File: src/rtl/pulse_pkg.sv
package pulse_pkg;

    typedef enum logic {
        PH_REST = 1'b0,
        PH_STEP = 1'b1
    } apu_phase_t;

    // Level of table entry idx for a duty code, for a table of 'steps' entries.
    function automatic logic duty_level(input logic [1:0] duty,
                                        input int unsigned idx,
                                        input int unsigned steps);
        logic lvl;
        unique case (duty)
            2'd0: lvl = (idx >= steps - steps / 8);
            2'd1: lvl = (idx >= steps - steps / 4);
            2'd2: lvl = (idx >= steps - steps / 2);
            2'd3: lvl = (idx <  steps - steps / 4);
        endcase
        return lvl;
    endfunction

endpackage

File: src/rtl/pulse_regs.sv
module pulse_regs #(
    parameter int PERIOD_W = 11,
    parameter int DATA_W   = 8
) (
    input  logic                clk,
    input  logic                rst_n,
    input  logic                wr_en,
    input  logic [1:0]          wr_sel,
    input  logic [DATA_W-1:0]   wr_data,
    output logic [PERIOD_W-1:0] period,
    output logic [1:0]          duty,
    output logic                restart,
    output logic                env_restart
);
    localparam int LOW_W = DATA_W;
    localparam int HI_W  = PERIOD_W - LOW_W;

    localparam logic [1:0] SEL_SHAPE = 2'd0;
    localparam logic [1:0] SEL_LOW   = 2'd2;
    localparam logic [1:0] SEL_HIGH  = 2'd3;

    assign restart = wr_en && (wr_sel == SEL_HIGH);

    always_ff @(posedge clk or negedge rst_n) begin
        if (!rst_n) begin
            period      <= '0;
            duty        <= '0;
            env_restart <= 1'b0;
        end else begin
            env_restart <= restart;
            if (wr_en) begin
                unique case (wr_sel)
                    SEL_SHAPE: duty <= wr_data[DATA_W-1 -: 2];
                    SEL_LOW:   period[LOW_W-1:0] <= wr_data;
                    SEL_HIGH:  period[PERIOD_W-1:LOW_W] <= wr_data[HI_W-1:0];
                    default:   ;
                endcase
            end
        end
    end

    assert_env_pulse_R7: assert property (@(posedge clk) disable iff (!rst_n)
        env_restart |-> $past(wr_en && (wr_sel == SEL_HIGH)));

endmodule

File: src/rtl/pulse_divider.sv
module pulse_divider
    import pulse_pkg::*;
#(
    parameter int PERIOD_W = 11
) (
    input  logic                clk,
    input  logic                rst_n,
    input  logic                cpu_ce,
    input  logic [PERIOD_W-1:0] period,
    output logic                seq_clk
);
    apu_phase_t          phase, phase_nx;
    logic                tick;
    logic [PERIOD_W-1:0] cnt;

    // Phase state register
    always_ff @(posedge clk or negedge rst_n) begin
        if (!rst_n) phase <= PH_REST;
        else        phase <= phase_nx;
    end

    // Next state and tick output
    always_comb begin
        phase_nx = phase;
        tick     = 1'b0;
        unique case (phase)
            PH_REST: if (cpu_ce) phase_nx = PH_STEP;
            PH_STEP: if (cpu_ce) begin
                phase_nx = PH_REST;
                tick     = 1'b1;
            end
        endcase
    end

    assign seq_clk = tick && (cnt == '0);

    always_ff @(posedge clk or negedge rst_n) begin
        if (!rst_n)      cnt <= '0;
        else if (tick)   cnt <= (cnt == '0) ? period : cnt - 1'b1;
    end

    assert_tick_spacing_R3: assert property (@(posedge clk) disable iff (!rst_n)
        tick |=> !tick);
    assert_reload_R3: assert property (@(posedge clk) disable iff (!rst_n)
        seq_clk |=> (cnt == $past(period)));
    assert_hold_R11: assert property (@(posedge clk) disable iff (!rst_n)
        !cpu_ce |=> ($stable(cnt) && $stable(phase)));

endmodule

File: src/rtl/pulse_seq.sv
module pulse_seq
    import pulse_pkg::*;
#(
    parameter int STEPS = 8
) (
    input  logic       clk,
    input  logic       rst_n,
    input  logic       seq_clk,
    input  logic       restart,
    input  logic [1:0] duty,
    output logic       level
);
    localparam int STEP_W = $clog2(STEPS);

    logic [STEP_W-1:0] step;

    always_ff @(posedge clk or negedge rst_n) begin
        if (!rst_n)        step <= '0;
        else if (restart)  step <= '0;
        else if (seq_clk)  step <= step - 1'b1;
    end

    assign level = duty_level(duty, 32'(step), STEPS);

    assert_step_down_R4: assert property (@(posedge clk) disable iff (!rst_n)
        (seq_clk && !restart) |=> (step == $past(step) - 1'b1));
    assert_step_hold_R6: assert property (@(posedge clk) disable iff (!rst_n)
        (!seq_clk && !restart) |=> $stable(step));
    assert_restart_zero_R7: assert property (@(posedge clk) disable iff (!rst_n)
        restart |=> (step == '0));

endmodule

File: src/rtl/pulse_voice.sv
module pulse_voice #(
    parameter int PERIOD_W   = 11,
    parameter int STEPS      = 8,
    parameter int VOL_W      = 4,
    parameter int MIN_PERIOD = 8
) (
    input  logic             clk,
    input  logic             rst_n,
    input  logic             cpu_ce,
    input  logic             wr_en,
    input  logic [1:0]       wr_sel,
    input  logic [7:0]       wr_data,
    input  logic [VOL_W-1:0] vol_in,
    input  logic             len_zero,
    input  logic             sweep_mute,
    output logic [VOL_W-1:0] sample,
    output logic             env_restart
);
    logic [PERIOD_W-1:0] period;
    logic [1:0]          duty;
    logic                restart;
    logic                seq_clk;
    logic                level;
    logic                too_short;

    pulse_regs #(.PERIOD_W(PERIOD_W), .DATA_W(8)) u_regs (
        .clk(clk), .rst_n(rst_n), .wr_en(wr_en), .wr_sel(wr_sel),
        .wr_data(wr_data), .period(period), .duty(duty),
        .restart(restart), .env_restart(env_restart)
    );

    pulse_divider #(.PERIOD_W(PERIOD_W)) u_div (
        .clk(clk), .rst_n(rst_n), .cpu_ce(cpu_ce),
        .period(period), .seq_clk(seq_clk)
    );

    pulse_seq #(.STEPS(STEPS)) u_seq (
        .clk(clk), .rst_n(rst_n), .seq_clk(seq_clk),
        .restart(restart), .duty(duty), .level(level)
    );

    assign too_short = (period < PERIOD_W'(MIN_PERIOD));

    always_comb begin
        if (level && !sweep_mute && !len_zero && !too_short) sample = vol_in;
        else                                                 sample = '0;
    end

    assert_gate_R8: assert property (@(posedge clk) disable iff (!rst_n)
        (sample != '0) |-> (!sweep_mute && !len_zero));
    assert_min_period_R9: assert property (@(posedge clk) disable iff (!rst_n)
        (sample != '0) |-> (period >= PERIOD_W'(MIN_PERIOD)));

endmodule

File: config.mk
export PLATFORM = sky130hd
export DESIGN_NAME = pulse_voice
export DESIGN_NICKNAME = d
export VERILOG_FILES = /design/src/rtl/pulse_pkg.sv /design/src/rtl/pulse_regs.sv /design/src/rtl/pulse_divider.sv /design/src/rtl/pulse_seq.sv /design/src/rtl/pulse_voice.sv
export SDC_FILE = /design/constraint.sdc
export NUM_CORES = 1
export LEC_CHECK = 0
export CAP_MARGIN = 20
export CELL_PAD_IN_SITES_DETAIL_PLACEMENT = 0
export CELL_PAD_IN_SITES_GLOBAL_PLACEMENT = 1
export CORE_ASPECT_RATIO = 2
export CORE_MARGIN = 2
export CORE_UTILIZATION = 52
export CTS_CLUSTER_SIZE = 40
export DETAILED_ROUTE_END_ITERATION = 12
export DONT_BUFFER_PORTS = 1
export GPL_ROUTABILITY_DRIVEN = 0
export PLACE_DENSITY_LB_ADDON = 0.1
export SYNTH_ARGS = -nofsm -noshare
export SYNTH_HDL_FRONTEND = slang
export SYNTH_SLANG_ARGS = --single-unit
File: constraint.sdc
create_clock -name clk -period 3.7 [get_ports clk]
set_clock_uncertainty 0.05 [all_clocks]
set_input_delay 0.74 -clock clk [delete_from_list [all_inputs] [get_ports clk]]
set_output_delay 0.74 -clock clk [all_outputs]
set_load 0.02 [all_outputs]
==> out/results.env, run 1 <==
SYNTH.YOSYS.WARNINGS=0
HOLD-WORST-SLACK_PS=96.6
CRIT_BUF_INV=0
PLACEMENT_ROW_COUNT=27
WORST_SKEW_PAIR.LATE_LATENCY_PS=280
SLOWEST_STAGE='sky130_fd_sc_hd__nor4_1'
CRITICAL_PATH_ARRIVAL_PS=2550
MAX_FREQ_MHz=416
DIE_X_UM=41.6
SYNTH_SIMPLE_GATE_AREA_SHARE_PCT=18.7
MAX-CLOCK-PATH-BUFFERS=2
CTS_ROOT_BUF='sky130_fd_sc_hd__clkbuf_8'
YOSYSSEQAREASHARE_PCT=49.4
SYNTH_CELL_TYPE_COUNT=39
MAX_CAP_VIOLATIONS=0
CPPEAKSTAGEDELAY_PS=600
SYNTH_TOP_CELL_BY_AREA='sky130_fd_sc_hd__dfrtp_1'
NETLIST_INSTANCES=137
POST_SYNTHESIS_MUX_AREA_SHARE_PCT=10.7
MOSTFREQUENTLAYOUTCELL='sky130_fd_sc_hd__dfrtp_1'
FLOORPLAN.DIE.HEIGHT_UM=79.1
POWER-PER-CELL-AREA_mW_PER_MM2=663
NUMBER_OF_ANTENNA_REPAIR_DIODES=0
FINISH.NET_COUNT=164
SYNTH_TOP_FAMILY_BY_AREA='simple AND/OR/NAND/NOR gates'
WIRE_LENGTH_OF_THE_FIRST_GLOBAL_ROUTING_PASS_UM=5130
MULTI_INPUT_AREA_UM2=691
COUNT_OF_PINS_ON_THE_BLOCK_BOUNDARY=25
STATIC-LEAKAGE-POWER_nW=0.681
START_UTIL_PCT=53.6
CTS_NUM_SINKS=29
ROUTED_WIRE_LENGTH_PER_INSTANCE_UM=18.1
GLOBAL_ROUTE.USAGE.TOTAL_PCT=21.1
DETAILROUTE.VIA_COUNT=1043
GRT_MAX_DEGREE=30
FINAL-SETUP-VIOL-COUNT=0
CTS_REPAIR_RESIZE_COUNT=0
FRACTION_OF_THE_MAPPED_NETLIST_AREA_IN_ADDER_CELLS_PCT=4.26
AVGSYNTHCELLAREA_UM2=10.7
SETUP.WORST_PATH.START_CLASS='input pin'
DPL_WORST_SLACK_PS=1050
PLACE_HPWL_UM=2350
ROUTED_WIRELENGTH_UM=3060
YOSYSTOPAREACELLSHARE_PCT=49.4
REQUIRED_PS=3840
ANTENNA_FOUND_INITIAL=0
DETAIL_ROUTE.VIAS_PER_CELL=6.17
GRT_SETUP_UNREPAIRED='false'
WORST_PATH_DOMINANT_CELL_FAMILY='simple AND/OR/NAND/NOR gates'
SYNTH_COMPOUND_AREA_SHARE_PCT=12.9
HOLD_VIOLATIONS=0
AREA_GROWTH_PCT=7.93
OUTCOME='complete, no violations'
LAYOUT-DRIVE-GT1-SHARE_PCT=20.0
FINALCRITPERIODSHARE_PCT=64.9
TIMING.FINAL.WS_SETUP_PS=1300
DIE_AREA_MM2=0.00329
DRT-PASS1-ITER-COUNT=4
TIMING.SETUP.TNS_PS=0
COUNT_OF_BUFFERS_INSERTED_AT_THE_TOP_LEVEL_PORTS=0
TRITONCTS='done'
TIMING.HOLD.WORST.CLASS='in -> async'
CTS_HOLD_BUFFERS=0
DRT_ITER0_MARKERS=15
CORE-AREA_MM2=0.00274
FIRST_GLOBAL_VIAS=1084
MOST_FREQUENT_CELLS_IN_THE_LAYOUT='29 x sky130_fd_sc_hd__dfrtp_1, 13 x sky130_fd_sc_hd__o21ai_0, 13 x sky130_fd_sc_hd__mux2_2'
GRT.OVERFLOW.TOTAL=0
FINALCRITICALPERIOD_PS=2400
CRIT_PATH_MAX_FANOUT=11
KIND_OF_CAPTURE_POINT_OF_THE_WORST_SETUP_PATH='register'
FILLERINSTANCES=253
ANTENNA_VIOLATING_NETS_POST_ROUTE=0
SLEW_HEADROOM_PCT=49.7
WORST_SETUP_HOLD_PATH_CLK_SLEW_PS=60
DRV_SLEW=0
POST_SYNTH_XOR_AREA_FRACTION_PCT=0.597
CTS_MAX_LEVEL=2
SEQCELLAREA_UM2=726
SYNTH_REGISTER_BITS=29
WORST_SLEW_PIN_SLEW_PS=747
VDD_IR_DROP_MAX_uV=409
WORST_PATH_CELL_CHAIN='ha_1 -> or4bb_1 -> nor4_1 -> nor3_1 -> a211oi_1'
YOSYS-TOP-CELLS-AREA='sky130_fd_sc_hd__dfrtp_1 49%, sky130_fd_sc_hd__mux2_2 10%, sky130_fd_sc_hd__o21ai_0 4.4%, sky130_fd_sc_hd__ha_1 4.3%, sky130_fd_sc_hd__nor2_1 2.3%'
SYN_AREA_MM2=0.00147
DRC_ERRORS=0
NUMBER_OF_BUFFERS_INSERTED_BY_POST_CTS_SETUP_REPAIR=0
TIMING.SETUP.CRITICAL_PATH_CLASS='in -> reg'
MAPPEDNETLISTNETS=162
NUMBER_OF_BUFFERS_CREATED_BY_CTS=5
[where the power goes]
part / internal [mW] / leakage (nW) / total [mW] / switching, mW
clock network: 0.168 / 0.0542 / 0.288 / 0.120
registers: 0.410 / 0.359 / 0.510 / 0.100
logic: 0.118 / 0.268 / 0.253 / 0.135
[final timing paths]
path,cells past startpoint,startpoint,slack [ps],end
max,5,cpu_ce,1300,u_div.cnt[9]
min,0,rst_n,100,u_seq.step[2]
max reg2reg,4,u_div.cnt[5],1360,u_div.cnt[9]
min reg2reg,1,u_div.cnt[9],420,u_div.cnt[9]
max in group asynchronous,0,rst_n,3430,u_div.cnt[4]
min in group clk,1,u_div.cnt[9],420,u_div.cnt[9]
[stage by stage]
step / total power, mW / util, % / instance area [µm²] / std cells
floorplan: 0.696 / - / 1470 / 137
global placement: 0.757 / 54.2 / 1480 / 161
detailed placement: 0.768 / 54.2 / 1480 / 161
CTS: 1.06 / 57.9 / 1580 / 169
global route: 1.12 / 57.9 / 1580 / 169
finish: 1.05 / 57.9 / 1580 / 169
[area by class of cell]
cell class	instances	share of cell area [%]
clock buffers	7	6.08
flip-flops and latches	29	45.8
inverters	8	1.90
multi-input cells	95	43.6
clock inverters	1	0.316
well taps	29	2.29
[layer usage]
layer | vias up | share of wire, % | track usage (%)
met2 | 20 | 57 | 37.8
met3 | 10 | 2.9 | 4.55
li1 | 500 | - | -
met4 | 0 | 3.2 | 11.6
met5 | - | 0 | 0
met1 | 513 | 37 | 22.0
[flip-flops by register name, indices dropped and copies added, names as in the netlist]
| register | count |
|---|---|
| u_div.phase | 1 |
| u_regs.duty | 2 |
| u_regs.period | 11 |
| u_regs.env_restart | 1 |
| u_div.cnt | 11 |
| u_seq.step | 3 |
[worst reg2reg max path: stages (launching register included)]
cell and delay (ps):
sky130_fd_sc_hd__dfrtp_1 440, sky130_fd_sc_hd__or4_1 700, sky130_fd_sc_hd__nor4_1 720, sky130_fd_sc_hd__nor3_1 110
sky130_fd_sc_hd__a211oi_1 230
[synth_stat cells (all sizes together)]
cell,count
o21ai,13
nor3b,1
a21boi,1
buf,1
xnor2,1
a22oi,3
or4b,2
inv,8
o21a,1
nand2,7
or3,3
nor4,4
nand2b,1
and3,1
o211ai,1
dfrtp,29
nor2,9
a211oi,3
o211a,1
and2,5
clkbuf,4
nand4,2
a2bb2oi,1
nand3b,1
nor3,4
or2,1
a21oi,1
o41ai,1
and4bb,1
mux2,13
or4,3
o31ai,2
o2bb2ai,1
or4bb,1
mux2i,1
ha,5
[cells by family after synthesis]
group / after synthesis
and+or+nand+nor: 46
AOI/OAI and AO/OA: 29
DFF: 29
muxes: 14
buffers and inverters: 13
adders and majority gates: 5
xor gates and xnor gates: 1
(Power assumes the default switching activity.)
==> run 2, diff against run 1 <==
--- a/config.mk
+++ b/config.mk
@@ -10,7 +10,7 @@
 export CELL_PAD_IN_SITES_GLOBAL_PLACEMENT = 1
 export CORE_ASPECT_RATIO = 2
 export CORE_MARGIN = 2
-export CORE_UTILIZATION = 52
+export CORE_UTILIZATION = 43
 export CTS_CLUSTER_SIZE = 40
 export DETAILED_ROUTE_END_ITERATION = 12
 export DONT_BUFFER_PORTS = 1
==> constraint.sdc (replaced) <==
create_clock -name clk -period 2.2 [get_ports clk]
set_clock_uncertainty 0.05 [all_clocks]
set_input_delay 0.44 -clock clk [delete_from_list [all_inputs] [get_ports clk]]
set_output_delay 0.44 -clock clk [all_outputs]
set_load 0.02 [all_outputs]
==> run 2 against run 1 <==
  * Sequential power increased by 62%
  * Core utilization decreased by 5.4 points
  * Non-clock buffer count increased by 15
  * Clock power increased by 67%
  * Critical path depth increased by 1
  * Setup slack got worse by 1200 ps
  * Die area increased by 19%
  * First-iteration DRC count decreased by 13%
  * Via count increased by 8.4%
  * Final cell count increased by 11%
  * Sequential cell count unchanged
  * Wire length increased by 9.4%
==> out/results.env, run 2 (same netlist as run 1, synthesis figures left out) <==
OUTCOME='complete, no violations'
MET1WIRELENGTH_UM=1220  # +7.2%
DP_CELLS=177  # +9.9%
GRT_MAX_DEGREE=30  # unchanged
REQUIRED_PS=2360  # -1480 ps
GRT_SETUP_UNREPAIRED='true'
FLOORPLAN.DIE.HEIGHT_UM=86.6  # +9.5%
MAX_CAP_VIOLATIONS=0  # unchanged
KIND_OF_CAPTURE_POINT_OF_THE_WORST_SETUP_PATH='register'
GRT.OVERFLOW.TOTAL=0  # unchanged
ANTENNA_FOUND_INITIAL=0  # unchanged
CTS_ROOT_BUF='sky130_fd_sc_hd__clkbuf_8'
CRITICAL_PATH_ARRIVAL_PS=2290  # -260 ps
DIE_X_UM=45.3  # +9.0%
FIRST_GLOBAL_VIAS=1081  # -0.28%
COUNT_OF_PINS_ON_THE_BLOCK_BOUNDARY=25  # unchanged
WORST_SETUP_HOLD_PATH_CLK_SLEW_PS=70  # about the same
SETUP.WORST_PATH.START_CLASS='register'
START_UTIL_PCT=43.9  # -9.7 points
TIMING.HOLD.WORST.CLASS='in -> reg'
DETAILROUTE.WIRELENGTH.MET3_UM=121  # +34%
TIMING.SETUP.CRITICAL_PATH_CLASS='reg -> reg'
MOST_FREQUENT_CELLS_IN_THE_LAYOUT='29 x sky130_fd_sc_hd__dfrtp_1, 13 x sky130_fd_sc_hd__mux2_2, 13 x sky130_fd_sc_hd__buf_4'
DRC_ERRORS=0  # unchanged
PLACE_HPWL_UM=2530  # +7.6%
FINALCRITICALPERIOD_PS=2130
ROUTED_WIRELENGTH_UM=3350  # +9.4%
COUNT_OF_BUFFERS_INSERTED_AT_THE_TOP_LEVEL_PORTS=0  # unchanged
ANTENNA_VIOLATING_NETS_POST_ROUTE=0  # unchanged
SLEW_HEADROOM_PCT=65.6  # +16 points
ROUTED_WIRE_LENGTH_PER_INSTANCE_UM=17.8  # -1.7%
DRT_ITER0_MARKERS=13  # -2
DETAILROUTE.VIA_COUNT=1131  # +8.4%
FINALCRITPERIODSHARE_PCT=97.0
AREA_GROWTH_PCT=19.5
TOP_METAL_LAYER_CARRYING_ROUTED_SIGNALS='met4'
LAYOUT-DRIVE-GT1-SHARE_PCT=31.4  # +11 points
HOLD-WORST-SLACK_PS=244  # +148 ps
FIN_TOTAL_PWR_mW=1.94  # +84%
WORST_SKEW_PAIR.LATE_LATENCY_PS=280  # about the same
CTS_MAX_LEVEL=2  # unchanged
HOLD_VIOLATIONS=0  # unchanged
BIGGESTREGSBYFLOPS='u_div.cnt: 11 flops, u_regs.period: 11 flops, u_seq.step: 3 flops'
SLOWEST_STAGE='sky130_fd_sc_hd__or4bb_4'
WIRE_LENGTH_OF_THE_FIRST_GLOBAL_ROUTING_PASS_UM=5240  # +2.3%
DRV_SLEW=0  # unchanged
NUMBER_OF_BUFFERS_CREATED_BY_CTS=5  # unchanged
LAYOUT.CELLS.NON_FILLER=188  # +11%
CRIT_PATH_MAX_FANOUT=3  # -8
CPPEAKSTAGEDELAY_PS=470  # -130 ps
ROUTE.MET2.WL_UM=1890  # +9.2%
STATIC-LEAKAGE-POWER_nW=0.767  # +13%
NUMBER_OF_BUFFERS_INSERTED_BY_POST_CTS_SETUP_REPAIR=0  # unchanged
CORE-AREA_MM2=0.00334  # +22%
WORST_PATH_CELL_CHAIN='inv_1 -> ha_2 -> or4bb_4 -> or4_4 -> or3_4 -> a21oi_2'
DRT-PASS1-ITER-COUNT=4  # unchanged
DETAIL_ROUTE.VIAS_PER_CELL=6.02  # -2.5%
VDD_IR_DROP_MAX_uV=655  # +60%
GLOBAL_ROUTE.USAGE.TOTAL_PCT=18.9  # -2.1 points
FILLERINSTANCES=294  # +16%
MAX_FREQ_MHz=469
FINAL-SETUP-VIOL-COUNT=0  # unchanged
MOSTFREQUENTLAYOUTCELL='sky130_fd_sc_hd__dfrtp_1'
NUMBER_OF_ANTENNA_REPAIR_DIODES=0  # unchanged
CTS_NUM_SINKS=29  # unchanged
WORST_SLEW_PIN_SLEW_PS=512  # -235 ps
MAX-CLOCK-PATH-BUFFERS=2  # unchanged
PLACEMENT_ROW_COUNT=30  # +11%
TRITONCTS='done'
DIE_AREA_MM2=0.00392  # +19%
POWER-PER-CELL-AREA_mW_PER_MM2=1100  # +66%
FINISH.NET_COUNT=180  # +9.8%
[run 2: per-layer routing]
metal	GRT usage, %	vias to the layer above
met5	0	-
met4	9.09	0
met3	4.38	10
met2	32.2	26
met1	21.2	557
li1	-	538
[run 2: where the power goes]
group          internal, mW  total (mW)  switching (mW)  leakage [nW]
sequential            0.689       0.825           0.136         0.359
clock                 0.282       0.481           0.199        0.0542
combinational         0.319       0.629           0.310         0.354
[run 2: final timing paths]
path / from / endpoint / slack, ps / cells past startpoint
worst max-delay path: u_div.cnt[1] / u_seq.step[2] / 70 / 6
max in group asynchronous: rst_n / u_regs.period[6] / 1380 / 2
worst min register to register: u_div.phase / u_div.phase / 420 / 1
min in group asynchronous: rst_n / u_div.cnt[2] / 540 / 2
worst max register to register: u_div.cnt[1] / u_seq.step[2] / 70 / 6
worst min-delay path: cpu_ce / u_div.phase / 240 / 1
[run 2: stage by stage]
step | TNS, ps | setup slack [ps] | util [%] | area [µm²]
CTS | 0 | 24.0 | 51.8 | 1730
global route | -34.8 | -25.3 | 52.5 | 1750
detailed placement | -58.7 | -58.5 | 47.4 | 1580
finish | 0 | 66.1 | 52.5 | 1750
global placement | 0 | 29.1 | 47.4 | 1580
floorplan | 0 | 12.3 | - | 1470
[run 2: layout make-up]
type                    instances  area (µm²)  area share, %
multi-input cells              96         729           41.6
flip-flops and latches         29         726           41.4
repair buffers                 15         128           7.28
clock buffers                   7        96.3           5.49
well taps                      32        40.0           2.28
inverters                       8        30.0           1.71
clock inverters                 1        5.00          0.285
[run 2: critical path: cells and delay by family, from the launching register on]
kind / cells / cell delay (ps)
adder cells (fa/ha/maj): 1 / 190
buffers and inverters: 1 / 80
AND/OR/NAND/NOR: 3 / 1260
AO/OA/AOI/OAI: 1 / 110
flip-flops: 1 / 380
[run 2: what timing repair did]
item / CTS / global route
hold buffers: 2 / 0
setup endpoints to repair: 5 / 5
pin swaps: 3 / 1
cloned: 0 / 1
gates resized for setup: 4 / 6
hold endpoints to repair: 29 / 0
